==> src/rtl/rtc_cal_pkg.sv <==
package rtc_cal_pkg;

    typedef struct packed {
        logic [7:0] year;
        logic [7:0] mon;
        logic [7:0] dow;
        logic [7:0] date;
        logic [7:0] hour;
        logic [7:0] min;
        logic [7:0] sec;
    } rtc_time_t;

    localparam rtc_time_t RESET_TIME = '{year: 8'h00, mon: 8'h01, dow: 8'h01,
                                         date: 8'h01, hour: 8'h00, min: 8'h00,
                                         sec: 8'h00};

    localparam logic [4:0] A_CTRL  = 5'd0;
    localparam logic [4:0] A_MSL   = 5'd1;
    localparam logic [4:0] A_MSH   = 5'd2;
    localparam logic [4:0] A_SEC   = 5'd3;
    localparam logic [4:0] A_MIN   = 5'd4;
    localparam logic [4:0] A_HOUR  = 5'd5;
    localparam logic [4:0] A_DATE  = 5'd6;
    localparam logic [4:0] A_DOW   = 5'd7;
    localparam logic [4:0] A_MON   = 5'd8;
    localparam logic [4:0] A_YEAR  = 5'd9;
    localparam logic [4:0] A_AEN   = 5'd10;
    localparam logic [4:0] A_ASEC  = 5'd11;
    localparam logic [4:0] A_AMIN  = 5'd12;
    localparam logic [4:0] A_AHOUR = 5'd13;
    localparam logic [4:0] A_ADATE = 5'd14;
    localparam logic [4:0] A_AMON  = 5'd15;
    localparam logic [4:0] A_AYEAR = 5'd16;
    localparam logic [4:0] A_TICK  = 5'd17;

    function automatic logic [7:0] bcd_inc(input logic [7:0] v);
        if (v[3:0] == 4'd9)
            return {v[7:4] + 4'd1, 4'd0};
        return {v[7:4], v[3:0] + 4'd1};
    endfunction

    // leap when the two-digit year is a multiple of four (00 included)
    function automatic logic is_leap(input logic [7:0] y);
        if (y[4] == 1'b0)
            return (y[3:0] == 4'd0) || (y[3:0] == 4'd4) || (y[3:0] == 4'd8);
        return (y[3:0] == 4'd2) || (y[3:0] == 4'd6);
    endfunction

    function automatic logic [7:0] last_day(input logic [7:0] m, input logic [7:0] y);
        case (m)
            8'h02:                      return is_leap(y) ? 8'h29 : 8'h28;
            8'h04, 8'h06, 8'h09, 8'h11: return 8'h30;
            default:                    return 8'h31;
        endcase
    endfunction

    function automatic rtc_time_t step_second(input rtc_time_t t);
        rtc_time_t r;
        r = t;
        if (t.sec != 8'h59) begin
            r.sec = bcd_inc(t.sec);
        end else begin
            r.sec = 8'h00;
            if (t.min != 8'h59) begin
                r.min = bcd_inc(t.min);
            end else begin
                r.min = 8'h00;
                if (t.hour != 8'h23) begin
                    r.hour = bcd_inc(t.hour);
                end else begin
                    r.hour = 8'h00;
                    r.dow  = (t.dow == 8'h07) ? 8'h01 : bcd_inc(t.dow);
                    if (t.date != last_day(t.mon, t.year)) begin
                        r.date = bcd_inc(t.date);
                    end else begin
                        r.date = 8'h01;
                        if (t.mon != 8'h12) begin
                            r.mon = bcd_inc(t.mon);
                        end else begin
                            r.mon  = 8'h01;
                            r.year = (t.year == 8'h99) ? 8'h00 : bcd_inc(t.year);
                        end
                    end
                end
            end
        end
        return r;
    endfunction

    function automatic logic [11:0] bin_to_bcd3(input logic [9:0] v);
        int unsigned x;
        x = 32'(v);
        return {4'((x / 100) % 10), 4'((x / 10) % 10), 4'(x % 10)};
    endfunction

endpackage

==> src/rtl/rtc_prescaler.sv <==
module rtc_prescaler #(
    parameter int DIV_BITS = 15
) (
    input  logic                clk,
    input  logic                rst_n,
    input  logic                osc_tick_i,
    input  logic                clr_i,
    output logic [DIV_BITS-1:0] count_o,
    output logic                unit_pulse_o,
    output logic                sec_pulse_o
);
    localparam int UNIT_W = DIV_BITS - 7;

    typedef struct packed {
        logic [DIV_BITS-1:0] cnt;
    } ps_state_t;

    ps_state_t state_d, state_q;

    always_comb begin
        state_d = state_q;
        if (clr_i)
            state_d.cnt = '0;
        else if (osc_tick_i)
            state_d.cnt = state_q.cnt + 1'b1;
    end

    always_ff @(posedge clk or negedge rst_n) begin
        if (!rst_n)
            state_q <= '0;
        else
            state_q <= state_d;
    end

    assign count_o      = state_q.cnt;
    assign unit_pulse_o = osc_tick_i && !clr_i && (&state_q.cnt[UNIT_W-1:0]);
    assign sec_pulse_o  = osc_tick_i && !clr_i && (&state_q.cnt);
endmodule

==> src/rtl/rtc_time_core.sv <==
module rtc_time_core
    import rtc_cal_pkg::*;
(
    input  logic       clk,
    input  logic       rst_n,
    input  logic       sec_pulse_i,
    input  logic       we_i,
    input  logic [4:0] addr_i,
    input  logic [7:0] wdata_i,
    output rtc_time_t  time_o
);
    typedef struct packed {
        rtc_time_t t;
    } core_state_t;

    core_state_t state_d, state_q;

    always_comb begin
        state_d = state_q;
        if (sec_pulse_i)
            state_d.t = step_second(state_q.t);
        if (we_i) begin
            case (addr_i)
                A_SEC:   state_d.t.sec  = wdata_i;
                A_MIN:   state_d.t.min  = wdata_i;
                A_HOUR:  state_d.t.hour = wdata_i;
                A_DATE:  state_d.t.date = wdata_i;
                A_DOW:   state_d.t.dow  = wdata_i;
                A_MON:   state_d.t.mon  = wdata_i;
                A_YEAR:  state_d.t.year = wdata_i;
                default: ;
            endcase
        end
    end

    always_ff @(posedge clk or negedge rst_n) begin
        if (!rst_n)
            state_q <= '{t: RESET_TIME};
        else
            state_q <= state_d;
    end

    assign time_o = state_q.t;
endmodule

==> src/rtl/rtc_event_unit.sv <==
module rtc_event_unit
    import rtc_cal_pkg::*;
(
    input  logic       clk,
    input  logic       rst_n,
    input  logic       sec_pulse_i,
    input  logic       unit_pulse_i,
    input  rtc_time_t  time_i,
    input  logic       we_i,
    input  logic [4:0] addr_i,
    input  logic [7:0] wdata_i,
    output logic [6:0] alm_en_o,
    output rtc_time_t  alm_time_o,
    output logic [7:0] tick_cfg_o,
    output logic       alarm_irq_o,
    output logic       tick_irq_o
);
    typedef struct packed {
        logic [6:0] aen;
        logic [7:0] asec;
        logic [7:0] amin;
        logic [7:0] ahour;
        logic [7:0] adate;
        logic [7:0] amon;
        logic [7:0] ayear;
        logic [7:0] tick_cfg;
        logic [6:0] tick_cnt;
        logic       alarm_irq;
        logic       tick_irq;
    } ev_state_t;

    ev_state_t state_d, state_q;
    rtc_time_t upcoming;
    logic [5:0] field_eq;
    logic       hit;

    always_comb begin
        upcoming = step_second(time_i);
        field_eq = {upcoming.year == state_q.ayear, upcoming.mon == state_q.amon,
                    upcoming.date == state_q.adate, upcoming.hour == state_q.ahour,
                    upcoming.min == state_q.amin, upcoming.sec == state_q.asec};
        hit = state_q.aen[6] && (&(field_eq | ~state_q.aen[5:0]));

        state_d = state_q;
        state_d.alarm_irq = sec_pulse_i && hit;
        state_d.tick_irq  = 1'b0;
        if (state_q.tick_cfg[7] && unit_pulse_i) begin
            if (state_q.tick_cnt == 7'd0) begin
                state_d.tick_irq = 1'b1;
                state_d.tick_cnt = state_q.tick_cfg[6:0];
            end else begin
                state_d.tick_cnt = state_q.tick_cnt - 7'd1;
            end
        end
        if (we_i) begin
            case (addr_i)
                A_AEN:   state_d.aen   = wdata_i[6:0];
                A_ASEC:  state_d.asec  = wdata_i;
                A_AMIN:  state_d.amin  = wdata_i;
                A_AHOUR: state_d.ahour = wdata_i;
                A_ADATE: state_d.adate = wdata_i;
                A_AMON:  state_d.amon  = wdata_i;
                A_AYEAR: state_d.ayear = wdata_i;
                A_TICK: begin
                    state_d.tick_cfg = wdata_i;
                    state_d.tick_cnt = wdata_i[6:0];
                end
                default: ;
            endcase
        end
    end

    always_ff @(posedge clk or negedge rst_n) begin
        if (!rst_n)
            state_q <= '0;
        else
            state_q <= state_d;
    end

    assign alm_en_o    = state_q.aen;
    assign alm_time_o  = '{year: state_q.ayear, mon: state_q.amon, dow: 8'h00,
                           date: state_q.adate, hour: state_q.ahour,
                           min: state_q.amin, sec: state_q.asec};
    assign tick_cfg_o  = state_q.tick_cfg;
    assign alarm_irq_o = state_q.alarm_irq;
    assign tick_irq_o  = state_q.tick_irq;
endmodule

==> src/rtl/rtc_calendar.sv <==
module rtc_calendar
    import rtc_cal_pkg::*;
#(
    parameter int DIV_BITS = 15
) (
    input  logic       clk,
    input  logic       rst_n,
    input  logic       osc_tick_i,
    input  logic       wr_en_i,
    input  logic [4:0] addr_i,
    input  logic [7:0] wdata_i,
    output logic [7:0] rdata_o,
    output logic       alarm_irq_o,
    output logic       tick_irq_o
);
    localparam int PROD_W = DIV_BITS + 10;

    typedef struct packed {
        logic unlock;
    } top_state_t;

    top_state_t state_d, state_q;

    logic                ctrl_unlock;
    logic                ms_clr;
    logic                time_we;
    logic [DIV_BITS-1:0] ps_count;
    logic                unit_pulse;
    logic                sec_pulse;
    logic [PROD_W-1:0]   ms_prod;
    logic [9:0]          ms_bin;
    logic [11:0]         ms_bcd;
    rtc_time_t           cur_time;
    rtc_time_t           alm_time;
    logic [6:0]          alm_en_w;
    logic [7:0]          tick_cfg_w;

    assign ctrl_unlock = state_q.unlock;
    assign ms_clr  = wr_en_i && ctrl_unlock && ((addr_i == A_MSL) || (addr_i == A_MSH));
    assign time_we = wr_en_i && ctrl_unlock && (addr_i >= A_SEC) && (addr_i <= A_YEAR);

    always_comb begin
        state_d = state_q;
        if (wr_en_i && (addr_i == A_CTRL))
            state_d.unlock = wdata_i[0];
    end

    always_ff @(posedge clk or negedge rst_n) begin
        if (!rst_n)
            state_q <= '0;
        else
            state_q <= state_d;
    end

    rtc_prescaler #(.DIV_BITS(DIV_BITS)) u_prescaler (
        .clk          (clk),
        .rst_n        (rst_n),
        .osc_tick_i   (osc_tick_i),
        .clr_i        (ms_clr),
        .count_o      (ps_count),
        .unit_pulse_o (unit_pulse),
        .sec_pulse_o  (sec_pulse)
    );

    rtc_time_core u_core (
        .clk         (clk),
        .rst_n       (rst_n),
        .sec_pulse_i (sec_pulse),
        .we_i        (time_we),
        .addr_i      (addr_i),
        .wdata_i     (wdata_i),
        .time_o      (cur_time)
    );

    rtc_event_unit u_events (
        .clk          (clk),
        .rst_n        (rst_n),
        .sec_pulse_i  (sec_pulse),
        .unit_pulse_i (unit_pulse),
        .time_i       (cur_time),
        .we_i         (wr_en_i),
        .addr_i       (addr_i),
        .wdata_i      (wdata_i),
        .alm_en_o     (alm_en_w),
        .alm_time_o   (alm_time),
        .tick_cfg_o   (tick_cfg_w),
        .alarm_irq_o  (alarm_irq_o),
        .tick_irq_o   (tick_irq_o)
    );

    assign ms_prod = PROD_W'(ps_count) * PROD_W'(1000);
    assign ms_bin  = ms_prod[PROD_W-1:DIV_BITS];
    assign ms_bcd  = bin_to_bcd3(ms_bin);

    always_comb begin
        case (addr_i)
            A_CTRL:  rdata_o = {7'd0, ctrl_unlock};
            A_MSL:   rdata_o = ms_bcd[7:0];
            A_MSH:   rdata_o = {4'd0, ms_bcd[11:8]};
            A_SEC:   rdata_o = cur_time.sec;
            A_MIN:   rdata_o = cur_time.min;
            A_HOUR:  rdata_o = cur_time.hour;
            A_DATE:  rdata_o = cur_time.date;
            A_DOW:   rdata_o = cur_time.dow;
            A_MON:   rdata_o = cur_time.mon;
            A_YEAR:  rdata_o = cur_time.year;
            A_AEN:   rdata_o = {1'b0, alm_en_w};
            A_ASEC:  rdata_o = alm_time.sec;
            A_AMIN:  rdata_o = alm_time.min;
            A_AHOUR: rdata_o = alm_time.hour;
            A_ADATE: rdata_o = alm_time.date;
            A_AMON:  rdata_o = alm_time.mon;
            A_AYEAR: rdata_o = alm_time.year;
            A_TICK:  rdata_o = tick_cfg_w;
            default: rdata_o = 8'h00;
        endcase
    end
endmodule

==> config.mk <==
export PLATFORM = sky130hd
export DESIGN_NAME = rtc_calendar
export DESIGN_NICKNAME = d
export VERILOG_FILES = /design/src/rtl/rtc_cal_pkg.sv /design/src/rtl/rtc_prescaler.sv /design/src/rtl/rtc_time_core.sv /design/src/rtl/rtc_event_unit.sv /design/src/rtl/rtc_calendar.sv
export SDC_FILE = /design/constraint.sdc
export NUM_CORES = 1
export LEC_CHECK = 0
export ABC_AREA = 1
export BUFFER_PORTS_ARGS = -buffer_cell sky130_fd_sc_hd__clkbuf_2
export CAP_MARGIN = 20
export CORE_MARGIN = 2
export CORE_UTILIZATION = 25
export CTS_CLUSTER_SIZE = 25
export DETAILED_ROUTE_END_ITERATION = 16
export PLACE_DENSITY = 0.4
export SLEW_MARGIN = 20
export SYNTH_ARGS = -nofsm -noshare
export SYNTH_HDL_FRONTEND = slang
export SYNTH_SLANG_ARGS = --single-unit
==> constraint.sdc <==
create_clock -name clk -period 13.88 [get_ports clk]
set_input_delay 2.776 -clock clk [delete_from_list [all_inputs] [get_ports clk]]
set_output_delay 2.776 -clock clk [all_outputs]
set_load 0.01 [all_outputs]
# Word-level counts from Yosys, hierarchy flattened
# Index checks and enable logic that the tools add are counted.
word_totals:
  regBits: 144
  output_inout_bits: 10
  inputBits: 17
op_classes:
  n_addsub: 16
  reduce_logical: 32
  bitwise: 2
  n_eq_ne: 47
  multipliers: 1
  muxes: 141
  magnitude_cmp: 2
  n_div: 5
op_table:
  columns: ["op", "count"]
  rows:
  - ["$mux W8", 51]
  - ["$pmux W8 S18", 1]
  - ["$mux W56", 2]
  - ["$mux W48", 2]
  - ["$mux W40", 2]
  - ["$mux W1", 71]
  - ["$mod A32 B4 Y32 const B", 2]
  - ["$mux W32", 2]
  - ["$add A4 B1 Y4 const B", 14]
  - ["$eq A8 B8 Y1", 6]
  - ["$eq A5 B4 Y1 const B", 8]
  - ["$div A10 B4 Y32 const B", 1]
  - ["$div A10 B7 Y32 const B", 1]
  - ["$eq A4 B4 Y1 const B", 8]
  - ["$mod A10 B4 Y32 const B", 1]
  - ["$mux W16", 2]
  - ["$pmux W8 S2", 2]
  - ["$mux W15", 2]
  - ["$mux W7", 4]
  - ["$eq A8 B3 Y1 const B", 3]
  - ["$mul A15 B7 Y22 const B", 1]
  - ["$eq A5 B3 Y1 const B", 4]
  - ["$ne A8 B7 Y1 const B", 2]
  - ["$ne A8 B8 Y1", 2]
  - ["other kinds (29)", 52]

# Depth between registers and ports, before layout
# Gate-level depths: netlist of run 1.
logic_depth:
  word_depth: 35
  ltp_mapped: 74

# Modules after synthesis
# Synthesis of run 1 repeated with hierarchy kept, for this count alone.
hier_totals:
  hier_cells: 2737
  hier_area_um2: 17924.7
modules_own_cells:
  columns: ["module", "cells_per_inst", "instances", "area_per_inst_um2", "seq_area_each_um2"]
  rows:
  - ["rtc_calendar", 1116, 1, 6759.0, 25.0]
  - ["rtc_event_unit", 892, 1, 6014.5, 1801.7]
  - ["rtc_time_core", 603, 1, 4252.8, 1405.1]
  - ["rtc_prescaler", 126, 1, 898.4, 375.4]

# Worst setup path before layout of run 1
# No wires, ideal clock.
synth_timing:
  path_type: "register to output"
  from: "reg u_prescaler.state_q, in the netlist u_prescaler.count_o[6]"
  to: "out rdata_o[7]"
  n_path_buf: 1
  arrival_time_ns: 8.800
  path_stages_with_launch: 70
  slack_ns: 2.304
  required_time_ns: 11.104
  path_cell_list: "dfrtp_1 inv_1 fa_1 fa_1 fa_1 inv_1 fa_1 ha_1 nand2_1 inv_1 a21oi_2 nand3_2 nand2_2 nand3_1 nand2_2 nand3_4 ha_1 inv_1 (+34 left out) ha_1 inv_1 nand3_1 nand2_1 nand3_1 nand3_2 nand2_1 nor2_2 nand2_2 nand3_4 nand2_1 nand2_2 inv_1 ha_1 xor2_1 nand2_1 nand3_1 nand2_1"
synth_between:
  elab_chain_len: 4
synth_rtl:
  columns: ["item", "line_no", "source"]
  rows:
  - ["start: declaration", "rtc_prescaler.sv:18", "ps_state_t state_d, state_q;"]
  - ["start signal: assignment", "rtc_prescaler.sv:32", "state_q <= state_d;"]
  - ["$mul A15 B7 Y22", "rtc_calendar.sv:91", "assign ms_prod = PROD_W'(ps_count) * PROD_W'(1000);"]
  - ["$div A10 B4 Y32", "rtc_cal_pkg.sv:93", "return {4'((x / 100) % 10), 4'((x / 10) % 10), 4'(x % 10)};"]
  - ["$mod A32 B4 Y32", "rtc_cal_pkg.sv:93", null]
  - ["$pmux W8 S18", "rtc_calendar.sv:96", "case (addr_i)"]
  - ["end: declaration", "rtc_calendar.sv:12", "output logic [7:0] rdata_o,"]
# No other way between the ends.

# Worst setup path after layout of run 1
layout_timing:
  from: "reg u_prescaler.state_q, in the netlist u_prescaler.count_o[8]"
  to: "out rdata_o[7]"
# Same word-level chain as after synthesis.

==> results.sh, run 1 <==
export IMPL_status="finished clean"
export IMPL_place_congestion=0.8984
export IMPL_cts_htree_levels=4
export IMPL_placed_cell_area_mm2=0.01622
export IMPL_fp_dieW_um=250.3
export IMPL_worst_pin_slew_ns=1.131
export IMPL_critPathMostFrequentCell="nand2_1"
export IMPL_syn_nets=2341
export IMPL_core_region_area_mm2=0.06013
export IMPL_final_nets=2377
export IMPL_async_reset_ff_share_pct=100.0
export IMPL_track_usage_pct=16.75
export IMPL_post_drt_wl_per_cell_um=17.22
export IMPL_start_util_pct=25.21
export IMPL_slew_headroom_pct=23.91
export IMPL_grt_pass1_wl_um=82240
export IMPL_overflow=0
export IMPL_syn_area_mm2=0.01516
export IMPL_finClkSkew_ns=0.01641
export IMPL_hpwl_um=40810
export IMPL_yosysUniqueCellTypes=65
export IMPL_setup_violations=0
export IMPL_ys_seq_area_share_pct=23.79
export IMPL_vias=14569
export IMPL_syn_avg_cell_area_um2=6.923
export IMPL_cts_tree="done"
export IMPL_grt_pass1_vias=14334
export IMPL_fmax_ghz=0.07698
export IMPL_synthFlopType="dfrtp_1"
export IMPL_antenna_found_initial=1
export IMPL_die_area_mm2=0.06263
export IMPL_worstPathArrival_ns=10.21
export IMPL_clockBufferDepth=2
export IMPL_drt_wl_total_um=52040
export IMPL_synth_edf_count=0
export IMPL_die_h_um=250.3
export IMPL_clock_latency_ns=0.45
export IMPL_io_pins=27
export IMPL_rows=90
export IMPL_ys_ff_latch=144
export IMPL_clk_pin_slew_worst_paths_ns=0.07
export IMPL_antenna_left=0
export IMPL_hold_violations=0
export IMPL_crit_buf_inv=10
export IMPL_syn_inst=2190
export IMPL_worstSetupStartpointType="flip-flop"
export IMPL_min_period_ns=12.99
export IMPL_drive_above_1_share_pct=11.43
export IMPL_nFillCells=6751
export IMPL_cpLargestDelayFamily="simple AND/OR/NAND/NOR gates"
export IMPL_initialDrtViolationCount=913
export IMPL_yosysWarnings=0
export IMPL_vias_per_cell=4.823
export IMPL_crit_path_max_fanout=10
export IMPL_slowest_delay_ns=0.59
export IMPL_setup_worst_path_end_class="primary output"
export IMPL_port_buffer_count=26
export IMPL_required_ns=11.10
export IMPL_drtPass1Iterations=7
export IMPL_period_share_pct=93.59
export IMPL_cts_hold_buffers=0
export IMPL_crit_slowest_cell="fa_1"
export IMPL_root_buffer="clkbuf_16"
export IMPL_numCtsBuffers=17
export IMPL_grt_max_degree=84
export IMPL_holdCritPathClass="flip-flop to flip-flop"
export IMPL_drv_cap=0
export IMPL_drv_slew=0
export IMPL_area_growth_pct=12.21
export IMPL_post_route_drc_count=0
export IMPL_fin_area_mm2=0.01701
export IMPL_cts_sinks=144
export IMPL_diodes=0
export IMPL_worstSetupPathType="flip-flop to primary output"
-- cell usage in the layout (no fill, tap or decap), types with 6 or more instances in the layout --
cell / synthesis / layout
o211ai_1: 17 / 17
buf_4: 0 / 25
inv_6: 0 / 6
inv_2: 16 / 19
o2111ai_1: 9 / 9
nand3_4: 6 / 7
nor2_4: 6 / 9
o22ai_1: 30 / 30
dfrtp_2: 0 / 7
nand2_2: 37 / 35
and2_1: 8 / 7
fa_1: 49 / 49
nand3b_1: 7 / 7
dfrtp_1: 141 / 134
nand2_1: 495 / 495
o21ai_0: 181 / 181
clkbuf_16: 0 / 17
or2_2: 12 / 12
nor2_2: 14 / 14
nand3_2: 17 / 16
xor2_1: 58 / 58
nand3_1: 121 / 121
ha_1: 85 / 85
clkbuf_2: 0 / 25
nor2_1: 181 / 178
nand4_1: 40 / 40
xnor2_1: 19 / 19
nor4_1: 18 / 17
inv_1: 350 / 344
a2111oi_0: 8 / 7
a21oi_1: 73 / 72
nand2_4: 19 / 21
a31oi_1: 33 / 32
nor3_1: 29 / 29
-- worst reg2reg max path, stage by stage, from the launching register on --
cell and delay [ns]:
dfrtp_1 0.41, inv_1 0.20, ha_1 0.19, nand3_1 0.16, nor2_1 0.59, inv_1 0.23
nor2_1 0.44, inv_1 0.11, nor2_1 0.15, buf_4 0.21, inv_1 0.17, nor2_1 0.65
inv_1 0.46, nor2_1 0.40, clkinv_1 0.36, nor2_1 0.43, inv_1 0.20, nor2_1 0.26
nand2_1 0.11, o22ai_1 0.22, xor2_1 0.17, o21ai_0 0.09, a2111o_1 0.34, a211oi_1 0.61
o211a_1 0.25
-- metrics by stage --
step / cells / setup TNS, ns / hold WS [ns] / utilization, % / setup WS, ns
floorplan: 2190 / 0 / 0.4406 / - / 2.304
global placement: 2972 / 0 / 0.4670 / 26.95 / 0.9893
detailed placement: 2972 / 0 / 0.4756 / 26.97 / 0.8530
CTS: 3004 / 0 / 0.4916 / 27.94 / 0.3449
global route: 3021 / -0.01326 / 0.5084 / 28.29 / -0.01326
finish: 3021 / 0 / 0.4847 / 28.29 / 0.8895
-- area by class of cell --
cell class | instances | area [um2] | area share [%]
clock buffers | 17 | 425.4 | 2.501
clock inverters | 15 | 162.7 | 0.9561
inverters | 371 | 1408 | 8.274
multi-input cells | 1640 | 10080 | 59.24
flip-flops and latches | 144 | 3616 | 21.25
well taps | 782 | 978.4 | 5.751
repair buffers | 52 | 344.1 | 2.023
-- Yosys cell counts, types with 3 or more instances --
cell type / count / share of area [%]
inv_1: 350 / 8.7
and2_1: 8 / 0.33
xor2_1: 58 / 3.4
nor4_1: 18 / 0.74
ha_1: 85 / 7.0
nor2_8: 4 / 0.53
o31ai_1: 4 / 0.20
nand2_1: 495 / 12
nor2_1: 181 / 4.5
o41ai_1: 3 / 0.17
nand3_4: 6 / 0.69
xnor2_1: 19 / 1.1
a22oi_1: 3 / 0.15
dfstp_2: 3 / 0.52
o2111ai_1: 9 / 0.52
a21oi_1: 73 / 2.4
nor3_1: 29 / 0.96
o211ai_1: 17 / 0.84
o22ai_1: 30 / 1.2
o221ai_1: 5 / 0.29
nand2_2: 37 / 1.5
nand3b_1: 7 / 0.35
dfrtp_1: 141 / 23
inv_2: 16 / 0.40
a221oi_1: 5 / 0.29
nor2_2: 14 / 0.58
o21ai_1: 5 / 0.17
clkinv_2: 3 / 0.099
clkbuf_1: 32 / 0.79
or2_2: 12 / 0.50
o21ai_0: 181 / 6.0
nand2_4: 19 / 1.4
nor2_4: 6 / 0.45
o311ai_0: 4 / 0.23
o21bai_1: 5 / 0.25
nand3_2: 17 / 1.1
a2111oi_0: 8 / 0.46
nand3_1: 121 / 4.0
a31oi_1: 33 / 1.4
fa_1: 49 / 6.5
nand4_1: 40 / 1.7
-- final timing paths --
kind,from,to,slack (ns),depth (start not counted)
setup / recovery,u_prescaler.count_o[8],rdata_o[7],0.89,63
hold / removal,u_events.state_q[8],u_events.tick_irq_o,0.48,1
setup reg to reg,u_core.time_o[1],u_events.alarm_irq_o,6.41,24
hold reg to reg,u_events.state_q[8],u_events.tick_irq_o,0.48,1
max in group asynchronous,rst_n,u_prescaler.count_o[10],10.05,2
min in group asynchronous,rst_n,u_core.time_o[1],2.39,1
-- registers in the layout, summed over array words and instances, names as in the netlist --
register and flops:
ctrl_unlock 1, u_core.time_o 56, u_events.alarm_irq_o 1, u_events.alm_en_o 7, u_events.alm_time_o 48, u_events.state_q 7
u_events.tick_cfg_o 8, u_events.tick_irq_o 1, u_prescaler.count_o 15
-- cells by family after synthesis --
kind of cell,share of synthesized area [%]
flip-flops,23.79
AND/OR/NAND/NOR,32.00
AO/OA/AOI/OAI,15.94
adder cells (fa/ha/maj),13.49
buffers and inverters,10.23
XOR/XNOR,4.556
-- per-layer routing --
metal  global-route usage (%)  wire length, um  vias to the layer above
met2                    27.21            23650                      270
met5                        0                0                        -
met1                    23.33            25080                     6980
li1                         -                -                     7266
met3                    2.089             2206                       53
met4                    4.619             1095                        0
-- timing repair --
action | CTS | global route
resized for setup | 0 | 23
endpoints found under the hold margin | 0 | 0
setup endpoints to repair | 0 | 3
buffers inserted | 0 | 16
Power of run 1 is left out: the tool's default activity adds up to more than one toggle a clock period on the data nets, which glitch-free logic cannot reach.
==> run 2: changes to the inputs <==
Settings changed: CORE_UTILIZATION 25 to 60, PLACE_DENSITY 0.4 to 0.78.
==> results.sh, run 2 (synthesized netlist as in run 1, its figures left out) <==
export IMPL_drtPass1Iterations=7
export IMPL_required_ns=11.10
export IMPL_worst_pin_slew_ns=1.026
export IMPL_setup_worst_path_end_class="primary output"
export IMPL_place_congestion=1.017
export IMPL_antenna_left=0
export IMPL_reg2reg_slack_ns=7.15
export IMPL_slew_headroom_pct=31.10
export IMPL_cts_tree="done"
export IMPL_reg2reg_from="u_core.time_o[1]"
export IMPL_setup_violations=0
export IMPL_initialDrtViolationCount=1574
export IMPL_crit_slowest_cell="fa_1"
export IMPL_worstSetupStartpointType="flip-flop"
export IMPL_hold_violations=0
export IMPL_root_buffer="clkbuf_16"
export IMPL_area_growth_pct=7.461
export IMPL_critPathMostFrequentCell="nand2_1"
export IMPL_die_h_um=163.0
export IMPL_worst_r2r_cell_count=23
export IMPL_worstPathArrival_ns=10.17
export IMPL_fmax_ghz=0.07727
export IMPL_holdPathStages=2
export IMPL_status="finished clean"
export IMPL_grt_max_degree=83
export IMPL_post_drt_wl_per_cell_um=18.10
export IMPL_overflow=0
export IMPL_nFillCells=2267
export IMPL_hpwl_um=36100
export IMPL_drv_slew=0
export IMPL_fp_dieW_um=163.0
export IMPL_reg2reg_to="u_events.alarm_irq_o"
export IMPL_worstSetupPathType="flip-flop to primary output"
export IMPL_cts_sinks=144
export IMPL_min_period_ns=12.94
export IMPL_largest_register_ffs=56
export IMPL_clock_latency_ns=0.44
export IMPL_cp_endpoint="rdata_o[7]"
export IMPL_clockBufferDepth=2
export IMPL_fin_setup_tns_ns=0
export IMPL_final_cell_mix="495 x nand2_1, 346 x inv_1, 181 x o21ai_0, 180 x nor2_1, 136 x dfrtp_1"
export IMPL_post_route_drc_count=0
export IMPL_crit_path_max_fanout=10
export IMPL_holdCritPathClass="flip-flop to flip-flop"
export IMPL_die_area_mm2=0.02656
export IMPL_slowest_delay_ns=0.55
export IMPL_final_cells=2556
export IMPL_rows=58
export IMPL_cts_htree_levels=4
export IMPL_place_inst=2518
export IMPL_finClkSkew_ns=0.02069
export IMPL_antenna_found_initial=2
export IMPL_core_region_area_mm2=0.02496
export IMPL_layout_commonest_cell="nand2_1"
export IMPL_vias=15239
export IMPL_drv_cap=0
export IMPL_track_usage_pct=35.27
export IMPL_clk_pin_slew_worst_paths_ns=0.08
export IMPL_grt_pass1_vias=14442
export IMPL_vias_per_cell=5.962
export IMPL_cts_hold_buffers=0
export IMPL_start_util_pct=60.73
export IMPL_drt_wl_total_um=46270
export IMPL_final_nets=2364
export IMPL_port_buffer_count=26
export IMPL_numCtsBuffers=17
export IMPL_cp_startpoint="u_prescaler.count_o[10]"
export IMPL_io_pins=27
export IMPL_period_share_pct=93.24
export IMPL_drive_above_1_share_pct=10.47
export IMPL_grt_pass1_wl_um=73770
run 2: through the flow:
| stage | hold WS [ns] | instance area, um2 | utilization (%) | worst slack, ns |
|---|---|---|---|---|
| 5_1_grt | 0.5135 | 16290 | 65.25 | -0.009909 |
| 6_report | 0.4929 | 16290 | 65.26 | 0.9387 |
| 3_5_place_dp | 0.4738 | 15620 | 62.58 | 1.043 |
| 3_3_place_gp | 0.4679 | 15620 | 62.58 | 1.394 |
| 4_1_cts | 0.4914 | 16200 | 64.88 | 0.5705 |
| 2_1_floorplan | 0.4406 | 15160 | - | 2.304 |
run 2: what timing repair did:
item	in CTS	in global routing
resized for setup	0	14
endpoints found under the setup margin	0	3
buffers inserted	0	6
run 2: layout make-up:
cell class	instances	area (um2)	area share, %
inverter	371	1396	8.571
clock buffer	17	425.4	2.611
clock inverter	14	148.9	0.9139
multi-input combinational	1639	10040	61.62
sequential	144	3613	22.18
timing repair buffer	40	254.0	1.559
tap	330	412.9	2.534
antenna	1	2.502	0.01536
run 2: worst min path at each step:
stage | startpoint | endpoint | slack [ns]
6_report | u_events.tick_cfg_o[7] | u_events.tick_cfg_o[7] | 0.49
3_3_place_gp | u_events.alm_time_o[43] | u_events.alm_time_o[43] | 0.47
4_1_cts | u_events.tick_cfg_o[7] | u_events.tick_cfg_o[7] | 0.49
5_1_grt | u_events.alm_time_o[51] | u_events.alm_time_o[51] | 0.51
3_5_place_dp | u_events.tick_cfg_o[7] | u_events.tick_cfg_o[7] | 0.47
2_1_floorplan | u_events.state_q[8] | u_events.tick_irq_o | 0.44
run 2: worst max-delay path: cells and delay by family, from the launching register on:
| family | cells | cell delay [ns] |
|---|---|---|
| adders and majority gates | 8 | 2.97 |
| and+or+nand+nor | 47 | 4.94 |
| buffers and inverters | 10 | 0.92 |
| DFF | 1 | 0.50 |
| xor gates and xnor gates | 2 | 0.34 |
| AOI/OAI and AO/OA | 1 | 0.07 |
run 2: per-layer routing:
metal  wire (um)  vias to the layer above  GRT usage, %
met5          29                        -             0
met2       20210                      681         55.20
li1            -                     7253             -
met3        4362                      144         7.614
met1       19990                     7157         48.48
met4        1679                        4         12.19
Power of run 2 is left out for the same reason.
==> run 3: changes to the inputs <==
Settings changed: RECOVER_POWER set to 50.
==> results.sh, run 3 (synthesized netlist as in run 1, its figures left out) <==
export IMPL_slew_headroom_pct=-207.6
export IMPL_crit_path_max_fanout=10
export IMPL_clockBufferDepth=2
export IMPL_grt_max_degree=83
export IMPL_clk_pin_slew_worst_paths_ns=0.08
export IMPL_post_drt_wl_per_cell_um=18.08
export IMPL_status="complete, but fails checks"
export IMPL_worst_pin_slew_ns=4.614
export IMPL_largest_register_ffs=56
export IMPL_critPathMostFrequentCell="nand2_1"
export IMPL_setup_violations=0
export IMPL_die_area_mm2=0.02656
export IMPL_cts_sinks=144
export IMPL_drt_wl_total_um=46200
export IMPL_drv_slew=147
export IMPL_worstPathArrival_ns=10.18
export IMPL_fp_dieW_um=163.0
export IMPL_track_usage_pct=35.27
export IMPL_worstSetupStartpointType="flip-flop"
export IMPL_holdCritPathClass="flip-flop to flip-flop"
export IMPL_cts_hold_buffers=0
export IMPL_cts_htree_levels=4
export IMPL_post_route_drc_count=0
export IMPL_antenna_left=0
export IMPL_finClkSkew_ns=0.01683
export IMPL_cts_tree="done"
export IMPL_start_util_pct=60.73
export IMPL_fmax_ghz=0.07720
export IMPL_diodes=0
export IMPL_io_pins=27
export IMPL_violations="capacitance limit, slew limit"
export IMPL_root_buffer="clkbuf_16"
export IMPL_period_share_pct=93.33
export IMPL_clock_latency_ns=0.44
export IMPL_crit_slowest_cell="fa_1"
export IMPL_layout_commonest_cell="nand2_1"
export IMPL_initialDrtViolationCount=1616
export IMPL_grt_pass1_vias=14442
export IMPL_required_ns=11.10
export IMPL_min_period_ns=12.95
export IMPL_vias=15251
export IMPL_final_cell_mix="495 x nand2_1, 346 x inv_1, 181 x nor2_1, 181 x o21ai_0, 136 x dfrtp_1"
export IMPL_numCtsBuffers=17
export IMPL_place_congestion=1.017
export IMPL_die_h_um=163.0
export IMPL_area_growth_pct=7.320
export IMPL_fin_setup_tns_ns=0
export IMPL_drv_cap=2
export IMPL_vias_per_cell=5.969
export IMPL_drive_above_1_share_pct=10.16
export IMPL_grt_pass1_wl_um=73770
export IMPL_antenna_found_initial=2
export IMPL_hold_violations=0
export IMPL_rows=58
export IMPL_slowest_delay_ns=0.55
export IMPL_core_region_area_mm2=0.02496
export IMPL_setup_worst_path_end_class="primary output"
export IMPL_worstSetupPathType="flip-flop to primary output"
export IMPL_port_buffer_count=26
export IMPL_overflow=0
export IMPL_hpwl_um=36100
export IMPL_drtPass1Iterations=9
export IMPL_final_nets=2364
[run 3: cell types whose count changed in the layout (fill, tap and decap cells not counted)]
cell	change
clkbuf_1	+6
diode_2	-1
buf_4	-1
clkbuf_2	-4
nor2_2	-1
nor2_1	+1
buf_6	-1
[run 3: per-layer routing]
layer | vias up | track usage (%) | routed length, um
li1 | 7261 | - | -
met3 | 133 | 7.614 | 4712
met5 | - | 0 | 34
met4 | 4 | 12.19 | 1658
met1 | 7121 | 48.48 | 19530
met2 | 732 | 55.20 | 20260
[run 3: path summary, 6_finish.rpt]
path / start / endpoint / slack, ns / depth (start not counted)
worst max-delay path: u_prescaler.count_o[10] / rdata_o[7] / 0.93 / 66
worst min-delay path: u_events.alm_time_o[46] / u_events.alm_time_o[46] / 0.49 / 2
worst max register to register: u_core.time_o[1] / u_events.alarm_irq_o / 7.22 / 23
worst min register to register: u_events.alm_time_o[46] / u_events.alm_time_o[46] / 0.49 / 2
max in group asynchronous: rst_n / u_prescaler.count_o[5] / 4.78 / 2
min in group asynchronous: rst_n / u_core.time_o[50] / 4.00 / 1
[run 3: per-stage QoR]
stage	std cells	util (%)	hold slack, ns	setup WS (ns)	cell area, um2
finish	2555	65.18	0.4912	0.9261	16270
global route	2555	65.18	0.5135	-0.009906	16270
CTS	2549	64.88	0.4914	0.5705	16200
detailed placement	2518	62.58	0.4738	1.043	15620
global placement	2518	62.58	0.4679	1.394	15620
floorplan	2190	-	0.4406	2.304	15160
[run 3: cell type report]
| cell class | count | area, um2 |
|---|---|---|
| clock buffer | 17 | 425.4 |
| clock inverter | 14 | 148.9 |
| fill | 2272 | 8693 |
| inverter | 371 | 1396 |
| multi-input combinational | 1639 | 10040 |
| sequential | 144 | 3613 |
| tap | 330 | 412.9 |
| timing repair buffer | 40 | 237.7 |
[run 3: what timing repair did]
| action | 4_1_cts | 5_1_grt |
|---|---|---|
| resized for setup | 0 | 14 |
| buffers inserted | 0 | 6 |
| setup endpoints to repair | 0 | 3 |
[run 3: worst max-delay path: cells and delay by family, from the launching register on]
kind | cells | cell delay, ns
AND/OR/NAND/NOR | 46 | 5.05
buffers and inverters | 11 | 1.05
adder cells (fa/ha/maj) | 8 | 2.96
XOR/XNOR | 1 | 0.15
flip-flops | 1 | 0.50
Power of run 3 is left out for the same reason.
